**src/rtl/pidc_pkg.sv**
```systemverilog
package pidc_pkg;

    // Control sequence of one sample through the cascade
    typedef enum logic [2:0] {
        ST_IDLE   = 3'd0,
        ST_ZERO_A = 3'd1,
        ST_ZERO_B = 3'd2,
        ST_INTEG  = 3'd3,
        ST_DRIVE  = 3'd4
    } pidc_state_e;

    // Configuration port selects
    typedef enum logic [1:0] {
        SEL_ZERO_A = 2'd0,
        SEL_ZERO_B = 2'd1,
        SEL_GAIN   = 2'd2,
        SEL_AMP    = 2'd3
    } pidc_sel_e;

endpackage

```
**src/rtl/pidc_cfg_bank.sv**
```systemverilog
module pidc_cfg_bank
    import pidc_pkg::*;
#(
    parameter int ZW    = 16,
    parameter int KW    = 16,
    parameter int DW    = 12,
    parameter int CFG_W = 16
) (
    input  logic             clk,
    input  logic             rst_n,
    input  logic             cfg_we,
    input  logic [1:0]       cfg_sel,
    input  logic [CFG_W-1:0] cfg_wdata,
    input  logic             cfg_commit,
    input  logic             apply,
    output logic [ZW-1:0]    act_za,
    output logic [ZW-1:0]    act_zb,
    output logic [KW-1:0]    act_k,
    output logic [DW-1:0]    act_amp
);

    logic [ZW-1:0] sh_za, sh_zb;
    logic [KW-1:0] sh_k;
    logic [DW-1:0] sh_amp;
    logic          armed;

    // Shadow registers: written freely, never used directly
    always_ff @(posedge clk or negedge rst_n) begin
        if (!rst_n) begin
            sh_za  <= '0;
            sh_zb  <= '0;
            sh_k   <= '0;
            sh_amp <= '0;
        end else if (cfg_we) begin
            unique case (pidc_sel_e'(cfg_sel))
                SEL_ZERO_A: sh_za  <= cfg_wdata[ZW-1:0];
                SEL_ZERO_B: sh_zb  <= cfg_wdata[ZW-1:0];
                SEL_GAIN:   sh_k   <= cfg_wdata[KW-1:0];
                SEL_AMP:    sh_amp <= cfg_wdata[DW-1:0];
            endcase
        end
    end

    // A commit arms the transfer; the sample boundary consumes it
    always_ff @(posedge clk or negedge rst_n) begin
        if (!rst_n) begin
            armed <= 1'b0;
        end else begin
            if (apply)      armed <= 1'b0;
            if (cfg_commit) armed <= 1'b1;
        end
    end

    always_ff @(posedge clk or negedge rst_n) begin
        if (!rst_n) begin
            act_za  <= '0;
            act_zb  <= '0;
            act_k   <= '0;
            act_amp <= '0;
        end else if (apply && armed) begin
            act_za  <= sh_za;
            act_zb  <= sh_zb;
            act_k   <= sh_k;
            act_amp <= sh_amp;
        end
    end

    generate
        if (CFG_W > DW) begin : g_spare
            logic unused_amp_hi;
            assign unused_amp_hi = ^cfg_wdata[CFG_W-1:DW];
        end
    endgenerate

endmodule

```
**src/rtl/pidc_zero_stage.sv**
```systemverilog
module pidc_zero_stage #(
    parameter int IN_W  = 9,
    parameter int OUT_W = 11,
    parameter int ZW    = 16
) (
    input  logic                    clk,
    input  logic                    rst_n,
    input  logic                    en,
    input  logic signed [IN_W-1:0]  x,
    input  logic [ZW-1:0]           coef,
    output logic signed [OUT_W-1:0] y
);

    localparam int PW = IN_W + ZW + 1;

    logic signed [IN_W-1:0]  x_prev;
    logic signed [PW-1:0]    prod;
    logic signed [PW-1:0]    scaled;
    logic signed [OUT_W-1:0] y_next;

    // y[n] = x[n] - floor(coef * x[n-1] / 2^ZW)
    assign prod   = PW'($signed({1'b0, coef})) * PW'(x_prev);
    assign scaled = prod >>> ZW;
    assign y_next = OUT_W'(x) - OUT_W'(scaled);

    always_ff @(posedge clk or negedge rst_n) begin
        if (!rst_n) begin
            x_prev <= '0;
            y      <= '0;
        end else if (en) begin
            x_prev <= x;
            y      <= y_next;
        end
    end

endmodule

```
**src/rtl/pidc_integrator.sv**
```systemverilog
module pidc_integrator #(
    parameter int IN_W = 12,
    parameter int KW   = 16,
    parameter int KF   = 8,
    parameter int DW   = 12
) (
    input  logic                   clk,
    input  logic                   rst_n,
    input  logic                   en,
    input  logic signed [IN_W-1:0] s,
    input  logic [KW-1:0]          gain,
    output logic [DW-1:0]          acc
);

    localparam int PW = IN_W + KW + 1;
    localparam int SW = PW + 1;
    localparam logic signed [SW-1:0] TOP = SW'((1 << DW) - 1);

    logic signed [PW-1:0] prod;
    logic signed [PW-1:0] step;
    logic signed [SW-1:0] sum;
    logic [DW-1:0]        acc_next;

    assign prod = PW'(s) * PW'($signed({1'b0, gain}));
    assign step = prod >>> KF;
    assign sum  = SW'($signed({1'b0, acc})) + SW'(step);

    // Saturating accumulate: holding at a bound is the anti-windup
    always_comb begin
        if (sum < 0)        acc_next = '0;
        else if (sum > TOP) acc_next = TOP[DW-1:0];
        else                acc_next = sum[DW-1:0];
    end

    always_ff @(posedge clk or negedge rst_n) begin
        if (!rst_n)  acc <= '0;
        else if (en) acc <= acc_next;
    end

endmodule

```
**src/rtl/pidc_inject.sv**
```systemverilog
module pidc_inject #(
    parameter int DW = 12
) (
    input  logic          ident,
    input  logic          stim,
    input  logic [DW-1:0] acc,
    input  logic [DW-1:0] amp,
    output logic [DW-1:0] duty
);

    localparam int XW = DW + 2;
    localparam logic signed [XW-1:0] TOP = XW'((1 << DW) - 1);

    logic signed [XW-1:0] hold, delta, sum;

    assign hold  = $signed({2'b00, acc});
    assign delta = stim ? $signed({2'b00, amp}) : -$signed({2'b00, amp});
    assign sum   = hold + delta;

    always_comb begin
        if (!ident)         duty = acc;
        else if (sum < 0)   duty = '0;
        else if (sum > TOP) duty = TOP[DW-1:0];
        else                duty = sum[DW-1:0];
    end

endmodule

```
**src/rtl/cascade_pid.sv**
```systemverilog
module cascade_pid
    import pidc_pkg::*;
#(
    parameter int ERR_W     = 9,
    parameter int DUTY_W    = 12,
    parameter int ZERO_FRAC = 16,
    parameter int GAIN_W    = 16,
    parameter int GAIN_FRAC = 8,
    parameter int CFG_W     = 16
) (
    input  logic                    clk,
    input  logic                    rst_n,
    input  logic                    smp_valid,
    input  logic signed [ERR_W-1:0] err_in,
    input  logic                    cfg_we,
    input  logic [1:0]              cfg_sel,
    input  logic [CFG_W-1:0]        cfg_wdata,
    input  logic                    cfg_commit,
    input  logic                    ident_en,
    input  logic                    stim_bit,
    output logic [DUTY_W-1:0]       duty_out,
    output logic                    duty_valid
);

    localparam int S1_W = ERR_W + 2;
    localparam int S2_W = ERR_W + 3;

    pidc_state_e state, state_nx;

    logic                    take;
    logic signed [ERR_W-1:0] e_cur;
    logic                    ident_q, stim_q;
    logic [ZERO_FRAC-1:0]    act_za, act_zb;
    logic [GAIN_W-1:0]       act_k;
    logic [DUTY_W-1:0]       act_amp;
    logic signed [S1_W-1:0]  sec_a;
    logic signed [S2_W-1:0]  sec_b;
    logic [DUTY_W-1:0]       acc_q;
    logic [DUTY_W-1:0]       duty_nx;

    assign take = smp_valid && (state == ST_IDLE);

    // State register
    always_ff @(posedge clk or negedge rst_n) begin
        if (!rst_n) state <= ST_IDLE;
        else        state <= state_nx;
    end

    // Transitions
    always_comb begin
        state_nx = state;
        unique case (state)
            ST_IDLE:   if (take) state_nx = ST_ZERO_A;
            ST_ZERO_A: state_nx = ST_ZERO_B;
            ST_ZERO_B: state_nx = ST_INTEG;
            ST_INTEG:  state_nx = ST_DRIVE;
            ST_DRIVE:  state_nx = ST_IDLE;
            default:   state_nx = ST_IDLE;
        endcase
    end

    // Sample capture at the boundary
    always_ff @(posedge clk or negedge rst_n) begin
        if (!rst_n) begin
            e_cur   <= '0;
            ident_q <= 1'b0;
            stim_q  <= 1'b0;
        end else if (take) begin
            e_cur   <= err_in;
            ident_q <= ident_en;
            stim_q  <= stim_bit;
        end
    end

    pidc_cfg_bank #(
        .ZW(ZERO_FRAC), .KW(GAIN_W), .DW(DUTY_W), .CFG_W(CFG_W)
    ) u_cfg (
        .clk(clk), .rst_n(rst_n),
        .cfg_we(cfg_we), .cfg_sel(cfg_sel), .cfg_wdata(cfg_wdata),
        .cfg_commit(cfg_commit), .apply(take),
        .act_za(act_za), .act_zb(act_zb), .act_k(act_k), .act_amp(act_amp)
    );

    pidc_zero_stage #(
        .IN_W(ERR_W), .OUT_W(S1_W), .ZW(ZERO_FRAC)
    ) u_zero_a (
        .clk(clk), .rst_n(rst_n),
        .en((state == ST_ZERO_A) && !ident_q),
        .x(e_cur), .coef(act_za), .y(sec_a)
    );

    pidc_zero_stage #(
        .IN_W(S1_W), .OUT_W(S2_W), .ZW(ZERO_FRAC)
    ) u_zero_b (
        .clk(clk), .rst_n(rst_n),
        .en((state == ST_ZERO_B) && !ident_q),
        .x(sec_a), .coef(act_zb), .y(sec_b)
    );

    pidc_integrator #(
        .IN_W(S2_W), .KW(GAIN_W), .KF(GAIN_FRAC), .DW(DUTY_W)
    ) u_integ (
        .clk(clk), .rst_n(rst_n),
        .en((state == ST_INTEG) && !ident_q),
        .s(sec_b), .gain(act_k), .acc(acc_q)
    );

    pidc_inject #(
        .DW(DUTY_W)
    ) u_inject (
        .ident(ident_q), .stim(stim_q), .acc(acc_q), .amp(act_amp), .duty(duty_nx)
    );

    // Outputs
    always_ff @(posedge clk or negedge rst_n) begin
        if (!rst_n) begin
            duty_out   <= '0;
            duty_valid <= 1'b0;
        end else begin
            duty_valid <= (state == ST_DRIVE);
            if (state == ST_DRIVE) duty_out <= duty_nx;
        end
    end

endmodule

```
**config.mk**
```make
export PLATFORM = sky130hd
export DESIGN_NAME = cascade_pid
export DESIGN_NICKNAME = d
export VERILOG_FILES = /design/src/rtl/pidc_pkg.sv /design/src/rtl/pidc_cfg_bank.sv /design/src/rtl/pidc_zero_stage.sv /design/src/rtl/pidc_integrator.sv /design/src/rtl/pidc_inject.sv /design/src/rtl/cascade_pid.sv
export SDC_FILE = /design/constraint.sdc
export NUM_CORES = 2
export LEC_CHECK = 0
export BUFFER_PORTS_ARGS = -buffer_cell sky130_fd_sc_hd__buf_2
export CAP_MARGIN = 20
export CELL_PAD_IN_SITES_DETAIL_PLACEMENT = 2
export CELL_PAD_IN_SITES_GLOBAL_PLACEMENT = 2
export CORE_MARGIN = 2
export CORE_UTILIZATION = 35
export CTS_CLUSTER_DIAMETER = 80
export DETAILED_ROUTE_END_ITERATION = 8
export PLACE_DENSITY_LB_ADDON = 0.2
export SLEW_MARGIN = 10
export SYNTH_ARGS = -nofsm -noshare
export SYNTH_HDL_FRONTEND = slang
export SYNTH_SLANG_ARGS = --single-unit
```
**constraint.sdc**
```tcl
create_clock -name clk -period 19.97 [get_ports clk]
set_input_delay 3.994 -clock clk [delete_from_list [all_inputs] [get_ports clk]]
set_output_delay 3.994 -clock clk [all_outputs]
set_load 0.05 [all_outputs]
```
==> key figures, run 1 <==
Cells and area
  – Fillcell total: 7930
  – Fin nets: 3376
  – Commonest non-fill, non-tap cells in the layout: 464 x inv_1, 407 x nand2_1, 365 x fa_1, 270 x ha_1, 203 x dfrtp_1
  – Area Overhead vs Synth: 7.652%
  – Fraction of layout cells with a size suffix above 1: 0.09168
  – Final cell count without fillers: 3687
  – Most common cell after layout, fill and taps aside: inv_1

Critical path
  – FF-to-FF path depth: 29
  – R2R Path End: u_integ.acc[4]
  – Largest delay share family, worst path: adder cells
  – Critical Path Start Type: flop
  – Crit-path slowest cell: o2bb2ai_1
  – Flop2flop setup slack: 11.70 ns
  – RR Startpoint: u_zero_b.y[3]
  – Worst setup EP type: flop
  – Crit path largest cell delay: 0.85 ns
  – Crit Path Max Fanout: 17
  – WP buf/inv: 3
  – Most frequent CP cell: fa_1
  – Worst Path Arrival: 8.64 ns
  – CP Depth: 29
  – WS Path Type: flop to flop
  – Critical Path RT: 20.35 ns

Yosys
  – Synth unique cells: 71
  – Net Count, Synth: 3414
  – Cells after synthesis: 2745
  – Mapped Avg Cell Area: 9.453 sq um
  – Sequential area share after synthesis: 0.1958
  – Post-synthesis async set-or-reset flop share: 1.000
  – EDFF count, synth: 0
  – Synth Flop Type: dfrtp_1
  – Register bit count reported by yosys: 203
  – Ys Warns: 0
  – Synthesized area: 25950 sq um

Route
  – Vias: 18800
  – Drt total wl: 76500 microns
  – Routed Antenna Nets: 0
  – DRC viols: 0
  – Initial DRC count: 622
  – Detailed Routing Iterations Pass 1: 4
  – Drt via density: 5.098
  – Drt wl/cell: 20.75 microns

Floorplanning
  – Die width: 276.3 microns
  – # IOs: 47
  – Die height: 276.3 microns
  – Initial Util: 0.3545
  – Row Count: 99
  – CORE AREA: 73210 sq um
  – Die area: 76330 sq um

Clocking
  – Clock Sink Count: 203
  – TritonCTS Buffers: 26
  – Setup bufs post-CTS: 0
  – Post_cts resized: 0
  – Clock Tree Root: clkbuf_16
  – Hold buffer count at cts: 0
  – Max clock buf depth: 3
  – Clock Latency Late Sink: 0.56 ns
  – CTS tree: yes
  – Reg clk slew, reported paths: 0.06 ns
  – Htree depth: 1

Run
  – Max Cap Viol: 0

STA
  – Setup TNS Final: 0 ns
  – RSZ-0062 raised after global routing: false
  – Worst-Margin Slew: 1.092 ns
  – Slew headroom: 0.2696
  – Final period util: 0.4139
  – Worst hold margin: 0.5026 ns
  – Clock skew: 0.04021 ns
  – Fmax: 0.1210 GHz
  – Fin. max-slew vios: 0
  – Endpoints failing hold: 0
  – Setup violators final: 0
  – Final Critical Period: 8.266 ns

Global route
  – Total GRT Usage: 0.2065
  – First-pass GRT wire length: 124800 microns
  – Largest net degree at the start of global routing: 111
  – GRT overflow: 0
  – Initial antenna violation count: 5
  – Vias in the first global route: 22430

Hold path
  – Hold Crit Class: flop to flop
  – Hold path depth: 1
  – Worst hold endpoint: u_cfg.sh_za[14]
  – Min-delay src: u_cfg.sh_za[14]

Placed design
  – Inst Count DP: 3637
  – GP Congestion: 0.8115
  – Port-buffer cells: 46
  – Detailed placement HPWL: 61310 microns

Outcome
  – Status: finished, final reports clean
-- logic make-up after synthesis --
| group | share of synthesized area |
|---|---|
| fa+ha+maj | 0.4118 |
| simple gates | 0.1549 |
| buf+inv | 0.08588 |
| flops | 0.1958 |
| compound gates | 0.06707 |
| mux | 0.05863 |
| xor+xnor | 0.02599 |
-- stage by stage --
stage          utilization  instance area, sq um  setup WS, ns
2_1_floorplan            -                 25950         12.94
3_3_place_gp        0.3690                 27010         12.10
3_5_place_dp        0.3690                 27010         11.74
4_1_cts             0.3813                 27920         11.74
5_1_grt             0.3815                 27930         10.99
6_report            0.3816                 27930         11.70
-- sequential cells by signal, summed over array words and instances, names as in the netlist --
| signal | cells |
|---|---|
| state | 3 |
| u_zero_b.y | 12 |
| u_zero_b.x_prev | 11 |
| u_integ.acc | 12 |
| e_cur | 9 |
| u_cfg.armed | 1 |
| u_cfg.sh_za | 16 |
| u_cfg.sh_amp | 12 |
| ident_q | 1 |
| u_cfg.act_za | 16 |
| duty_valid | 1 |
| u_zero_a.x_prev | 9 |
| u_cfg.sh_k | 16 |
| u_cfg.sh_zb | 16 |
| u_cfg.act_zb | 16 |
| u_zero_a.y | 11 |
| u_cfg.act_amp | 12 |
| stim_q | 1 |
| u_cfg.act_k | 16 |
| duty_out | 12 |
-- synth_stat cells, types with 9 or more instances --
cell | instances | area share
clkbuf_1 | 113 | 0.016
ha_1 | 270 | 0.13
nor3_1 | 27 | 0.0052
o21bai_1 | 9 | 0.0026
and2_1 | 183 | 0.044
o21a_1 | 11 | 0.0032
xnor2_1 | 54 | 0.018
o21ai_0 | 48 | 0.0093
a21oi_1 | 85 | 0.016
nand2_1 | 408 | 0.059
a31oi_1 | 9 | 0.0022
nor2_1 | 75 | 0.011
dfrtp_1 | 203 | 0.20
nand2b_1 | 49 | 0.012
inv_1 | 464 | 0.067
a21o_1 | 25 | 0.0072
nand4_1 | 11 | 0.0027
a32oi_1 | 11 | 0.0037
and3_1 | 16 | 0.0039
mux2_2 | 132 | 0.057
nand3_1 | 20 | 0.0039
nor2b_1 | 15 | 0.0036
fa_1 | 365 | 0.28
xor2_1 | 23 | 0.0078
-- area by class of cell --
class,count,area [sq um],share of cell area
well taps,959,1200,0.04295
flip-flops and latches,203,5080,0.1819
inverters,466,1749,0.06262
clock inverters,15,193.9,0.006943
multi-input cells,1952,18660,0.6681
repair buffers,58,336.6,0.01205
diodes,1,2.502,0.00008958
clock buffers,33,708.2,0.02535
-- worst max path at each step --
| stage | from | end | slack, ns |
|---|---|---|---|
| floorplan | u_zero_b.y[5] | u_integ.acc[11] | 12.94 |
| global placement | u_zero_b.x_prev[2] | u_zero_b.y[11] | 12.10 |
| detailed placement | u_zero_b.y[5] | u_integ.acc[8] | 11.74 |
| CTS | u_zero_b.y[5] | u_integ.acc[8] | 11.74 |
| global route | u_zero_b.y[5] | u_integ.acc[4] | 10.99 |
| finish | u_zero_b.y[3] | u_integ.acc[4] | 11.70 |
-- routing by layer --
layer | part of all wire | GRT usage | vias up
met2 | 0.52 | 0.3830 | 191
met3 | 0.025 | 0.01884 | 87
met4 | 0.020 | 0.04161 | 2
met1 | 0.43 | 0.2607 | 9955
met5 | 0.00017 | 0 | -
li1 | - | - | 8563
-- worst register-to-register path: cells and delay by family, from the launching register on --
kind,cells,cell delay [ns]
AND/OR/NAND/NOR,10,1.42
flip-flops,1,0.82
adder cells (fa/ha/maj),7,3.22
AO/OA/AOI/OAI,8,2.34
XOR/XNOR,1,0.16
buffers and inverters,3,0.17
Power of run 1 is left out: the tool's default activity adds up to more than one toggle a clock period on the data nets, which glitch-free logic cannot reach.
==> run 2: changes to the inputs <==
==> constraint.sdc (replaced) <==
create_clock -name clk -period 7.24 [get_ports clk]
set_input_delay 1.448 -clock clk [delete_from_list [all_inputs] [get_ports clk]]
set_output_delay 1.448 -clock clk [all_outputs]
set_load 0.05 [all_outputs]
==> run 2 against run 1 <==
  * Core utilization up 2.4 points
  * Register-to-register slack worse by 11 ns
  * Die area unchanged
  * Global-route usage rose by 0.66 points
  * Via count rose by 3.3%
  * Sequential cell count unchanged
  * Final area up 6.3%
  * Largest cell class unchanged
==> key figures, run 2 (same netlist as run 1, synthesis figures left out) <==
Outcome
  – Status: finished, final reports clean

STA
  – Fmax: 0.1435 GHz
  – Setup violators final: 0
  – Endpoints failing hold: 0
  – Worst-Margin Slew: 0.9530 ns
  – Final Critical Period: 6.967 ns
  – Fin. max-slew vios: 0
  – Clock skew: 0.02506 ns
  – Slew headroom: 0.3647
  – Final period util: 0.9623

Global route
  – Total GRT Usage: 0.2131
  – First-pass GRT wire length: 129100 microns
  – Vias in the first global route: 23230
  – Largest net degree at the start of global routing: 145
  – GRT overflow: 0
  – Initial antenna violation count: 3

Critical path
  – WS Path Type: flop to flop
  – WP buf/inv: 6
  – Crit Path Max Fanout: 12
  – Crit path largest cell delay: 0.55 ns
  – Worst setup EP type: flop
  – Critical Path RT: 7.69 ns
  – Most frequent CP cell: fa_1
  – Worst Path Arrival: 7.42 ns
  – Critical Path Start Type: flop
  – Crit-path slowest cell: fa_1
  – Largest delay share family, worst path: adder cells

Cells and area
  – Area Overhead vs Synth: 14.41%
  – Fraction of layout cells with a size suffix above 1: 0.1750
  – Fillcell total: 7917
  – Fin nets: 3533
  – Most common cell after layout, fill and taps aside: inv_1
  – FF/Latch Area: 5139 sq um
  – Area occupied by multi-input gates: 18940 sq um
  – Commonest non-fill, non-tap cells in the layout: 464 x inv_1, 406 x nand2_1, 362 x fa_1, 264 x ha_1, 183 x and2_1
  – Final cell count without fillers: 3847

Route
  – DRC viols: 0
  – Drt wl/cell: 20.80 microns
  – Initial DRC count: 640
  – Drt via density: 5.046
  – Vias: 19410
  – Drt total wl: 80010 microns
  – Routed Antenna Nets: 0
  – Detailed Routing Iterations Pass 1: 4

Clocking
  – Clock Tree Root: clkbuf_16
  – Reg clk slew, reported paths: 0.06 ns
  – Max clock buf depth: 3
  – Clock Latency Late Sink: 0.58 ns
  – Htree depth: 1
  – TritonCTS Buffers: 28
  – Hold buffer count at cts: 0
  – Clock Sink Count: 203
  – CTS tree: yes

Floorplanning
  – Die height: 276.3 microns
  – CORE AREA: 73210 sq um
  – # IOs: 47
  – Row Count: 99
  – Die width: 276.3 microns
  – Die area: 76330 sq um
  – Initial Util: 0.3545

Placed design
  – Inst Count DP: 3750
  – GP Congestion: 0.7991
  – Detailed placement HPWL: 64830 microns
  – Port-buffer cells: 46

Hold path
  – Hold Crit Class: flop to flop

Run
  – Max Cap Viol: 0
## run 2: cell count changes in the layout (fill, tap and decap cells not counted), sizes merged
| cell | delta |
|---|---|
| diode | +1 |
| inv | +2 |
| bufinv | +2 |
| clkbuf | -2 |
| clkinvlp | +1 |
| buf | +155 |
| clkinv | +1 |
## run 2: cell type report
| type | instances | share of cell area |
|---|---|---|
| tap | 959 | 0.04042 |
| inverter | 466 | 0.05892 |
| multi-input combinational | 1952 | 0.6380 |
| clock buffer | 31 | 0.02537 |
| antenna | 2 | 0.0001686 |
| timing repair buffer | 213 | 0.05357 |
| sequential | 203 | 0.1731 |
| clock inverter | 21 | 0.01049 |
## run 2: per-layer routing
metal | global-route usage | wire length [microns] | vias up
met2 | 0.3910 | 41920 | 198
met5 | 0 | 0 | -
li1 | - | - | 8874
met4 | 0.04274 | 1574 | 0
met3 | 0.02298 | 2465 | 86
met1 | 0.2704 | 34050 | 10250
## run 2: stage by stage
step	hold WS, ns	util	area (sq um)	TNS (ns)	setup WS, ns
global placement	0.4705	0.3815	27930	-0.06177	-0.06177
finish	0.5021	0.4055	29690	0	0.2728
floorplan	0.4498	-	25950	0	0.2145
global route	0.5179	0.4055	29680	-1.006	-0.1016
CTS	0.5074	0.3966	29030	0	0.02239
detailed placement	0.4929	0.3815	27930	-2.369	-0.2105
## run 2: what timing repair did
item                       4_1_cts  5_1_grt
setup endpoints to repair       14       21
setup buffers                    2       39
resized for setup               18       94
pin swaps                        3       22
## run 2: worst paths after layout
check / cells after the start / end / from / slack [ns]
min reg2reg: 1 / u_cfg.sh_zb[2] / u_cfg.sh_zb[2] / 0.50
max reg2reg: 26 / u_integ.acc[8] / u_zero_b.y[8] / 0.27
min: 1 / u_cfg.sh_zb[2] / u_cfg.sh_zb[2] / 0.50
min in group asynchronous: 1 / duty_out[8] / rst_n / 0.83
max in group asynchronous: 2 / u_zero_a.x_prev[1] / rst_n / 5.06
max: 26 / u_integ.acc[8] / u_zero_b.y[8] / 0.27
## run 2: worst register-to-register path, cell delays in order, from the launching register on
cell and delay [ns]:
dfrtp_2 0.49, buf_4 0.25, nand2_1 0.10, fa_1 0.55, inv_1 0.06, fa_1 0.53
fa_1 0.53, fa_1 0.55, inv_1 0.06, fa_1 0.55, inv_1 0.05, ha_1 0.35
a21o_1 0.21, a21o_1 0.19, a22o_1 0.29, a21o_1 0.22, nor2_1 0.13, xnor2_1 0.15
ha_1 0.33, a21boi_1 0.16, buf_4 0.14, nor2_2 0.14, and2b_1 0.21, mux2i_1 0.17
o2bb2ai_2 0.16, buf_12 0.17, a32oi_2 0.11
Power of run 2 is left out for the same reason.
